--- config.mk ---
export PLATFORM = sky130hd
export DESIGN_NAME = sof_frame_tracker
export DESIGN_NICKNAME = d
export VERILOG_FILES = /design/src/rtl/sof_trk_pkg.sv /design/src/rtl/sof_trk_fsm.sv /design/src/rtl/sof_trk_status.sv /design/src/rtl/sof_trk_readmap.sv /design/src/rtl/sof_frame_tracker.sv
export SDC_FILE = /design/constraint.sdc
export NUM_CORES = 1
export LEC_CHECK = 0
export BUFFER_PORTS_ARGS = -buffer_cell sky130_fd_sc_hd__buf_2
export CELL_PAD_IN_SITES_DETAIL_PLACEMENT = 0
export CELL_PAD_IN_SITES_GLOBAL_PLACEMENT = 1
export CORE_MARGIN = 5
export CORE_UTILIZATION = 32
export CTS_BUF_LIST = sky130_fd_sc_hd__clkbuf_8
export DETAILED_ROUTE_END_ITERATION = 10
export PLACE_DENSITY_LB_ADDON = 0.1
export SYNTH_ARGS = -nofsm -noshare
export SYNTH_HDL_FRONTEND = slang
export SYNTH_SLANG_ARGS = --single-unit
--- constraint.sdc ---
create_clock -name clk -period 2.6 [get_ports clk]
set_input_delay 0 -clock clk [delete_from_list [all_inputs] [get_ports clk]]
set_output_delay 0 -clock clk [all_outputs]
set_load 0.01 [all_outputs]
--- src/rtl/sof_trk_pkg.sv ---
package sof_trk_pkg;
    typedef enum logic [0:0] {
        ST_IDLE  = 1'b0,
        ST_ARMED = 1'b1
    } sof_state_e;
endpackage

--- src/rtl/sof_trk_fsm.sv ---
module sof_trk_fsm
    import sof_trk_pkg::*;
(
    input  logic clk,
    input  logic rst_n,
    input  logic pid_stb,
    input  logic eop_stb,
    output logic clear_flags,
    output logic capture,
    output logic irq
);
    sof_state_e state_q, state_d;

    // state register
    always_ff @(posedge clk or negedge rst_n) begin
        if (!rst_n) state_q <= ST_IDLE;
        else        state_q <= state_d;
    end

    // next state: PID_SEEN has priority over EOP_DONE
    always_comb begin
        state_d = state_q;
        unique case (state_q)
            ST_IDLE: begin
                if (pid_stb) state_d = ST_ARMED;
            end
            ST_ARMED: begin
                if (pid_stb)      state_d = ST_ARMED;
                else if (eop_stb) state_d = ST_IDLE;
            end
            default: state_d = ST_IDLE;
        endcase
    end

    // outputs
    always_comb begin
        clear_flags = pid_stb;
        capture     = 1'b0;
        unique case (state_q)
            ST_IDLE:  capture = 1'b0;
            ST_ARMED: capture = eop_stb && !pid_stb;
            default:  capture = 1'b0;
        endcase
    end

    always_ff @(posedge clk or negedge rst_n) begin
        if (!rst_n) irq <= 1'b0;
        else        irq <= pid_stb;
    end
endmodule

--- src/rtl/sof_trk_status.sv ---
module sof_trk_status #(
    parameter int FRAME_W = 11
) (
    input  logic               clk,
    input  logic               rst_n,
    input  logic               clear_flags,
    input  logic               capture,
    input  logic               tok_err,
    input  logic [FRAME_W-1:0] frame_field,
    output logic [FRAME_W-1:0] frame_num,
    output logic               frame_ok,
    output logic               frame_err
);
    always_ff @(posedge clk or negedge rst_n) begin
        if (!rst_n) begin
            frame_num <= '0;
            frame_ok  <= 1'b0;
            frame_err <= 1'b0;
        end else if (clear_flags) begin
            frame_ok  <= 1'b0;
            frame_err <= 1'b0;
        end else if (capture) begin
            if (tok_err) begin
                frame_err <= 1'b1;
                frame_ok  <= 1'b0;
            end else begin
                frame_num <= frame_field;
                frame_ok  <= 1'b1;
                frame_err <= 1'b0;
            end
        end
    end
endmodule

--- src/rtl/sof_trk_readmap.sv ---
module sof_trk_readmap #(
    parameter int FRAME_W = 11,
    parameter int WORD_W  = 32,
    parameter int ERR_POS = 16,
    parameter int OK_POS  = 17
) (
    input  logic [FRAME_W-1:0] frame_num,
    input  logic               frame_ok,
    input  logic               frame_err,
    output logic [WORD_W-1:0]  word
);
    for (genvar i = 0; i < WORD_W; i++) begin : g_bit
        if (i < FRAME_W) begin : g_frame
            assign word[i] = frame_num[i];
        end else if (i == ERR_POS) begin : g_err
            assign word[i] = frame_err;
        end else if (i == OK_POS) begin : g_ok
            assign word[i] = frame_ok;
        end else begin : g_zero
            assign word[i] = 1'b0;
        end
    end
endmodule

--- src/rtl/sof_frame_tracker.sv ---
module sof_frame_tracker #(
    parameter int FRAME_W = 11,
    parameter int WORD_W  = 32,
    parameter int ERR_POS = 16,
    parameter int OK_POS  = 17
) (
    input  logic               clk,
    input  logic               rst_n,
    input  logic               sof_pid_stb,
    input  logic               eop_stb,
    input  logic               tok_err,
    input  logic [FRAME_W-1:0] frame_field,
    output logic [FRAME_W-1:0] frame_num,
    output logic               frame_ok,
    output logic               frame_err,
    output logic               sof_irq,
    output logic [WORD_W-1:0]  status_word
);
    logic clear_flags;
    logic capture;

    sof_trk_fsm u_fsm (
        .clk         (clk),
        .rst_n       (rst_n),
        .pid_stb     (sof_pid_stb),
        .eop_stb     (eop_stb),
        .clear_flags (clear_flags),
        .capture     (capture),
        .irq         (sof_irq)
    );

    sof_trk_status #(.FRAME_W(FRAME_W)) u_status (
        .clk         (clk),
        .rst_n       (rst_n),
        .clear_flags (clear_flags),
        .capture     (capture),
        .tok_err     (tok_err),
        .frame_field (frame_field),
        .frame_num   (frame_num),
        .frame_ok    (frame_ok),
        .frame_err   (frame_err)
    );

    sof_trk_readmap #(
        .FRAME_W (FRAME_W),
        .WORD_W  (WORD_W),
        .ERR_POS (ERR_POS),
        .OK_POS  (OK_POS)
    ) u_readmap (
        .frame_num (frame_num),
        .frame_ok  (frame_ok),
        .frame_err (frame_err),
        .word      (status_word)
    );
endmodule

# == Yosys cells after proc, flatten, opt, wreduce, memory -nomap -nowiden ==
# Cells that the tools add are included.
# word_totals
regBits,15
latchBits,0
ram_bits,0
mem_bits_ro,0
in_bits,16
output_inout_bits,46
wordCells,23
n_memories,0
# classes
add_sub_neg,0
mul,0
div_mod_pow,0
order_cmp,0
eq_ne,0
shifts,0
mux,11
bitwise,3
reduce_logical,4
# ops
operator,n
$mux W1,9
$pmux W1 S2,2
$not A1 Y1,3
$reduce_and A3 Y1,1
$reduce_bool A2 Y1,1
$logic_and A1 B1 Y1,1
$logic_not A1 Y1,1

# == Depth between registers and ports, before layout ==
# Gate-level depths: netlist of run 1.
# logic_depth
depth_word,5
ltp_mapped,3
ltp_nobuf,2

# == Hierarchy ==
# A second synthesis of run 1 with hierarchy kept.
# hier_totals
hier_cells,70
hier_area_um2,837.1
# modules_own_cells
module,instances,cells_each,area_per_inst_um2,seq_area_each_um2
sof_trk_status,1,31,511.7,325.3
sof_trk_readmap,1,33,244.0,0.0
sof_trk_fsm,1,6,81.3,50.0

# == Worst setup path before layout of run 1 ==
# Ideal clock, no wire load.
# synth_timing
path_type,register to register
start,register u_fsm.state_q
end,register u_status.frame_num[0]
setup_ps,125
arrival_ps,1077
t_required_ps,2475
path_slack_ps,1398
stages_incl_launch_ff,4
n_path_buf,1
period_less_slack_ps,1202
path_cell_list,dfrtp_1 -> and4bb_4 -> buf_12 -> mux2_4
# synth_via
elab_chain_cells,3
# synth_lines
item,line_no,source
from (decl),sof_trk_fsm.sv:12,"sof_state_e state_q, state_d;"
from (signal assigned),sof_trk_fsm.sv:17,else state_q <= state_d;
$not A1 Y1,sof_trk_fsm.sv:39,unique case (state_q)
$pmux W1 S2 *,sof_trk_fsm.sv:39,
$reduce_and A3 Y1 (no line) *,-,
to (signal assigned),sof_trk_status.sv:27,frame_num <= frame_field;
to (decl),sof_trk_status.sv:10,"output logic [FRAME_W-1:0] frame_num,"
# Every way passes the cells marked *; elsewhere a longest branch is shown, timed or not.
# A chain may end at the register's enable or synchronous reset.

# == Worst setup path in the final report of run 1 ==
# layout_timing
start,input sof_pid_stb
end,register u_status.frame_num[6]
# layout_via
elab_chain_cells,4
elab_cells_between_ends,5
cone_classes,1 x mux; 1 x bitwise; 3 x reduce/logical
# layout_lines
item,line_no,source
from (decl),sof_frame_tracker.sv:9,"input logic sof_pid_stb,"
$logic_not A1 Y1,sof_trk_fsm.sv:41,ST_ARMED: capture = eop_stb && !pid_stb;
$logic_and A1 B1 Y1,sof_trk_fsm.sv:41,
$pmux W1 S2,sof_trk_fsm.sv:39,
$reduce_and A3 Y1 (no line) *,-,
# Marks and branches as above.

==> flow_metrics.env, run 1 <==
export IMPL_finalClockSkew_ns=0.00309
export IMPL_antenna_found_initial=0
export IMPL_yosysMostFrequentCell="buf_4"
export IMPL_die_w_microns=62.2
export IMPL_routed_via_density=3.85
export IMPL_reg2reg_from="u_fsm.state_q"
export IMPL_synth_area_leaders="dfrtp_1, buf_4, mux2_4"
export IMPL_die_h_microns=62.2
export IMPL_grt_pass1_wl_microns=2690
export IMPL_worstSetupStartpoint="sof_pid_stb"
export IMPL_p_sw_mw=0.214
export IMPL_status="complete, no violations"
export IMPL_worstPathArrival_ns=1.52
export IMPL_seqPwrFrac_pct=42.3
export IMPL_syn_inst=69
export IMPL_synth_area_sq_um=871
export IMPL_post_cts_buffers=0
export IMPL_drive_gt1_share_pct=52.2
export IMPL_clk_path_buf_depth=2
export IMPL_root_buffer="clkbuf_8"
export IMPL_synth_top_cell_by_area="dfrtp_1"
export IMPL_clk_transition_reported_paths_ns=0.06
export IMPL_hold_viol=0
export IMPL_synth_cell_type_count=13
export IMPL_p_leak_nw=0.599
export IMPL_drv_slew=0
export IMPL_antenna_cells=0
export IMPL_rows=19
export IMPL_clkSinkCount=15
export IMPL_vias=555
export IMPL_syn_to_final_growth_pct=26.6
export IMPL_criticalPathCategory="primary input to register"
export IMPL_nFillCells=273
export IMPL_async_flop_share_pct=100
export IMPL_synth_seq_cells=15
export IMPL_cp_max_fo=11
export IMPL_min_period_over_period_pct=53.7
export IMPL_tns_ns=0
export IMPL_synth_top_area_share_pct=43.1
export IMPL_power_frac_comb_pct=33.2
export IMPL_grt_pass1_vias=570
export IMPL_gp_congestion=0.628
export IMPL_ys_seq_area_share_pct=43.1
export IMPL_internal_power_mw=0.510
export IMPL_dpl_cell_area_sq_um=927
export IMPL_wl_per_cell_microns=11.4
export IMPL_yosysWarnings=0
export IMPL_p_per_area_nw_per_um2=657
export IMPL_cp_data_required_time_ns=2.72
export IMPL_design_die_area_sq_um=3860
export IMPL_drcViolationCount=0
export IMPL_dp_hpwl_microns=1180
export IMPL_setup_viol=0
export IMPL_gr_total_overflow=0
export IMPL_ys_dominant_reg_cell="dfrtp_1"
export IMPL_grt_setup_unrepaired="no"
export IMPL_avgSynthCellArea_sq_um=12.6
export IMPL_place_ws_ns=1.26
export IMPL_ir_drop_mv=0.255
export IMPL_clock_power_share_pct=24.6
export IMPL_end_kind="register"
export IMPL_setup_ws_ns=1.20
export IMPL_timing_fmax_mhz=716
export IMPL_routed_wl_microns=1640
export IMPL_core_sq_um=2690
export IMPL_firstDrtPassIters=2
export IMPL_ys_top_cells_by_count="buf_4, dfrtp_1, mux2_4"
export IMPL_grt_max_degree=16
export IMPL_post_cts_resized=0
export IMPL_power_total_mw=0.724
export IMPL_ant_nets=0
export IMPL_min_from="tok_err"
export IMPL_nNetsFinal=130
export IMPL_cts_tree="yes"
export IMPL_cts_buffers=3
export IMPL_period_needed_ns=1.40
export IMPL_grt_usage_pct=8.57
export IMPL_pin_count=62
export IMPL_drt_iter0_markers=4
export IMPL_hp_class="primary input to register"
export IMPL_insertion_delay_ns=0.24
export IMPL_maxCapViolations=0
export IMPL_cts_max_level=1
export IMPL_swShare_pct=29.6
export IMPL_initial_core_util_pct=32.4
export IMPL_worstSetupStartpointType="primary input"
export IMPL_fin_area_sq_um=1100
export IMPL_synth_edff_count=0
export IMPL_port_buffers=42
## power by group through the flow
stage | sequential (mW) | combinational [mW] | clock [mW]
2_1_floorplan | 0.331 | 0.179 | 0
3_3_place_gp | 0.312 | 0.229 | 0
4_1_cts | 0.307 | 0.243 | 0.187
6_report | 0.306 | 0.240 | 0.178
5_1_grt | 0.317 | 0.260 | 0.198
3_5_place_dp | 0.310 | 0.228 | 0
## logic make-up after synthesis
family | after synthesis | synth area share [%]
AO/OA/AOI/OAI | 5 | 4.31
other | 1 | 0.431
multiplexers | 11 | 18.5
flip-flops | 15 | 43.1
buffers and inverters | 34 | 30.3
AND/OR/NAND/NOR | 3 | 3.30
## sequential cells by signal, summed over array words and instances (netlist names)
name,flops
u_fsm.irq,1
u_fsm.state_q,1
u_status.frame_err,1
u_status.frame_num,11
u_status.frame_ok,1
## per-layer routing
layer	GRT usage, %	vias up	part of all wire (%)
li1	-	261	-
met1	9.87	257	41
met5	0	-	0
met3	2.70	2	12
met2	13.5	35	45
met4	5.69	0	1.6
## final cells by class
cell class                      instances  area, sq um  share of cell area (%)
Clock buffer                            3         41.3                    3.75
Clock inverter                          1         3.75                   0.341
Inverter                                1         3.75                   0.341
Multi-Input combinational cell         38          299                    27.1
Sequential cell                        15          375                    34.1
Tap cell                               31         38.8                    3.52
Timing Repair Buffer                   55          340                    30.9
## path summary, 6_finish.rpt
path	depth (start not counted)	to	slack, ns
setup / recovery	4	u_status.frame_num[6]	1.20
hold / removal	3	u_status.frame_err	0.03
setup reg to reg	2	u_status.frame_num[6]	1.26
hold reg to reg	1	u_status.frame_num[2]	0.52
max in group asynchronous	2	u_status.frame_num[6]	2.14
min in group asynchronous	2	u_status.frame_ok	0.21
## layout by cell type, fill, tap and decap left out, drive strengths merged, types with 2 or more instances in the layout
cell type / netlist / layout
dlygate4sd3: 0 / 13
mux2: 11 / 11
conb: 1 / 19
a21bo: 2 / 2
a21oi: 2 / 2
buf: 33 / 42
dfrtp: 15 / 15
clkbuf: 0 / 3
inv: 1 / 2
## worst max-delay path, stage by stage
cell and delay, ns:
dlygate4sd3_1 0.53, buf_2 0.15, and4bb_4 0.47, mux2_2 0.37
## metrics by stage
| step | util [%] | hold slack [ns] | cells |
|---|---|---|---|
| 2_1_floorplan | - | -0.296 | 87 |
| 3_3_place_gp | 34.5 | -0.0686 | 127 |
| 3_5_place_dp | 34.5 | -0.0760 | 127 |
| 4_1_cts | 41.0 | 0.0304 | 144 |
| 5_1_grt | 41.0 | 0.0455 | 144 |
| 6_report | 41.0 | 0.0332 | 144 |
## timing repair
| item | 4_1_cts | 5_1_grt |
|---|---|---|
| hold buffers | 13 | 0 |
| setup endpoints to repair | 0 | 0 |
| endpoints found under the hold margin | 29 | 0 |
No activity file was read; power rests on OpenSTA's default activity.
==> inputs of run 2 (changes only) <==
CORE_UTILIZATION = 30   (was 32)
clock period = 1.3 ns   (was 2.6 ns; I/O delays follow)
==> run 2 against run 1 <==
  * Flip-flop and latch count stayed put
  * Clock skew decreased by 0.0026 ns
  * Combinational power increased by 100%
  * Sequential power grew 100%
  * Die area increased by 5.6%
  * Critical path depth shrank 2
  * Via count grew 3.1%
  * Core utilization fell by 0.43 points
  * Wire length up 4.1%
  * Worst hold slack lost 0.0091 ns
==> flow_metrics.env, run 2 (synthesis gave the netlist of run 1 again) <==
export IMPL_end_kind="register"
export IMPL_drcViolationCount=0
export IMPL_nNetsFinal=132
export IMPL_status="complete, no violations"
export IMPL_maxCapViolations=0
export IMPL_root_buffer="clkbuf_8"
export IMPL_cts_buffers=3
export IMPL_clkSinkCount=15
export IMPL_die_h_microns=63.9
export IMPL_p_per_area_nw_per_um2=1300
export IMPL_grt_pass1_wl_microns=2600
export IMPL_grt_setup_unrepaired="no"
export IMPL_grt_pass1_vias=578
export IMPL_wl_per_cell_microns=11.7
export IMPL_syn_to_final_growth_pct=28.6
export IMPL_cts_tree="yes"
export IMPL_hp_class="primary input to register"
export IMPL_largest_register="u_status.frame_num"
export IMPL_min_period_over_period_pct=93.8
export IMPL_hold_ws_ns=0.0241
export IMPL_reg2reg_slack_ns=0.08
export IMPL_port_buffers=42
export IMPL_post_route_util_pct=40.6
export IMPL_die_w_microns=63.9
export IMPL_clk_path_buf_depth=2
export IMPL_firstDrtPassIters=4
export IMPL_setup_ws_ns=0.0810
export IMPL_post_cts_buffers=0
export IMPL_timing_fmax_mhz=820
export IMPL_largest_reg_flops=11
export IMPL_finalClockSkew_ns=0.000478
export IMPL_gr_total_overflow=0
export IMPL_worstPathArrival_ns=1.35
export IMPL_worstSetupStartpointType="register"
export IMPL_ir_drop_mv=0.584
export IMPL_gp_congestion=0.636
export IMPL_grt_max_degree=16
export IMPL_p_leak_nw=0.607
export IMPL_layout_common_cells="buf_2, conb_1, dfrtp_1"
export IMPL_pin_count=62
export IMPL_instances_no_fill=146
export IMPL_vias=572
export IMPL_antenna_cells=0
export IMPL_hold_viol=0
export IMPL_nFillCells=274
export IMPL_cp_max_fo=11
export IMPL_cts_max_level=1
export IMPL_tns_ns=0
export IMPL_post_cts_resized=0
export IMPL_antenna_found_initial=0
export IMPL_final_common_cell="buf_2"
export IMPL_cp_data_required_time_ns=1.43
export IMPL_design_die_area_sq_um=4080
export IMPL_clk_transition_reported_paths_ns=0.06
export IMPL_hold_buffers=14
export IMPL_drive_gt1_share_pct=52.2
export IMPL_core_sq_um=2760
export IMPL_drt_iter0_markers=5
export IMPL_grt_usage_pct=8.04
export IMPL_dp_hpwl_microns=1230
export IMPL_routed_wl_microns=1710
export IMPL_dp_cells=128
export IMPL_period_needed_ns=1.22
export IMPL_ant_nets=0
export IMPL_place_ws_ns=0.0689
export IMPL_criticalPathCategory="register to register"
export IMPL_setup_viol=0
export IMPL_rows=19
export IMPL_routed_via_density=3.92
export IMPL_initial_core_util_pct=31.6
export IMPL_drv_slew=0
export IMPL_insertion_delay_ns=0.24
run 2: changes by cell type in the layout (fill, tap and decap cells not counted), sizes merged:
cell / previous run / this run
buf: 42 / 43
dlygate4sd3: 13 / 14
run 2: worst paths after layout:
check                                 startpoint               endpoint  cells after the start
max                                u_fsm.state_q  u_status.frame_num[6]                      2
min in group asynchronous                  rst_n  u_status.frame_num[1]                      2
min                                      tok_err     u_status.frame_err                      3
max reg2reg                        u_fsm.state_q  u_status.frame_num[6]                      2
max in group asynchronous                  rst_n     u_status.frame_err                      2
min reg2reg                u_status.frame_num[1]  u_status.frame_num[1]                      1
run 2: critical path: stages, from the launching register on:
cell and delay, ns:
dfrtp_1 0.34, and4bb_4 0.40, mux2_2 0.36
run 2: through the flow:
step           cell area [sq um]  total power [mW]
3_3_place_gp                 935              1.08
2_1_floorplan                938              1.02
5_1_grt                     1120              1.56
6_report                    1120              1.46
4_1_cts                     1120              1.49
3_5_place_dp                 935              1.08
run 2: cell type report:
class	count	area, sq um	share of cell area, %
flip-flops and latches	15	375	33.5
repair buffers	57	358	32.0
multi-input cells	38	299	26.7
clock buffers	3	41.3	3.69
well taps	31	38.8	3.46
clock inverters	1	3.75	0.335
inverters	1	3.75	0.335
run 2: layer usage:
| metal | up-vias | wire [microns] | global-route usage, % | share of wire, % |
|---|---|---|---|---|
| li1 | 269 | - | - | - |
| met1 | 262 | 670 | 9.69 | 39 |
| met2 | 39 | 800 | 11.9 | 47 |
| met3 | 2 | 211 | 2.80 | 12 |
| met4 | 0 | 28 | 5.45 | 1.6 |
| met5 | - | 0 | 0 | 0 |
run 2: report_power, final:
| part | switching, mW | total, mW | internal (mW) | leakage [nW] |
|---|---|---|---|---|
| registers | 0.0587 | 0.612 | 0.554 | 0.180 |
| logic | 0.225 | 0.488 | 0.263 | 0.400 |
| clock network | 0.148 | 0.356 | 0.208 | 0.0269 |
| total | 0.431 | 1.46 | 1.02 | 0.607 |
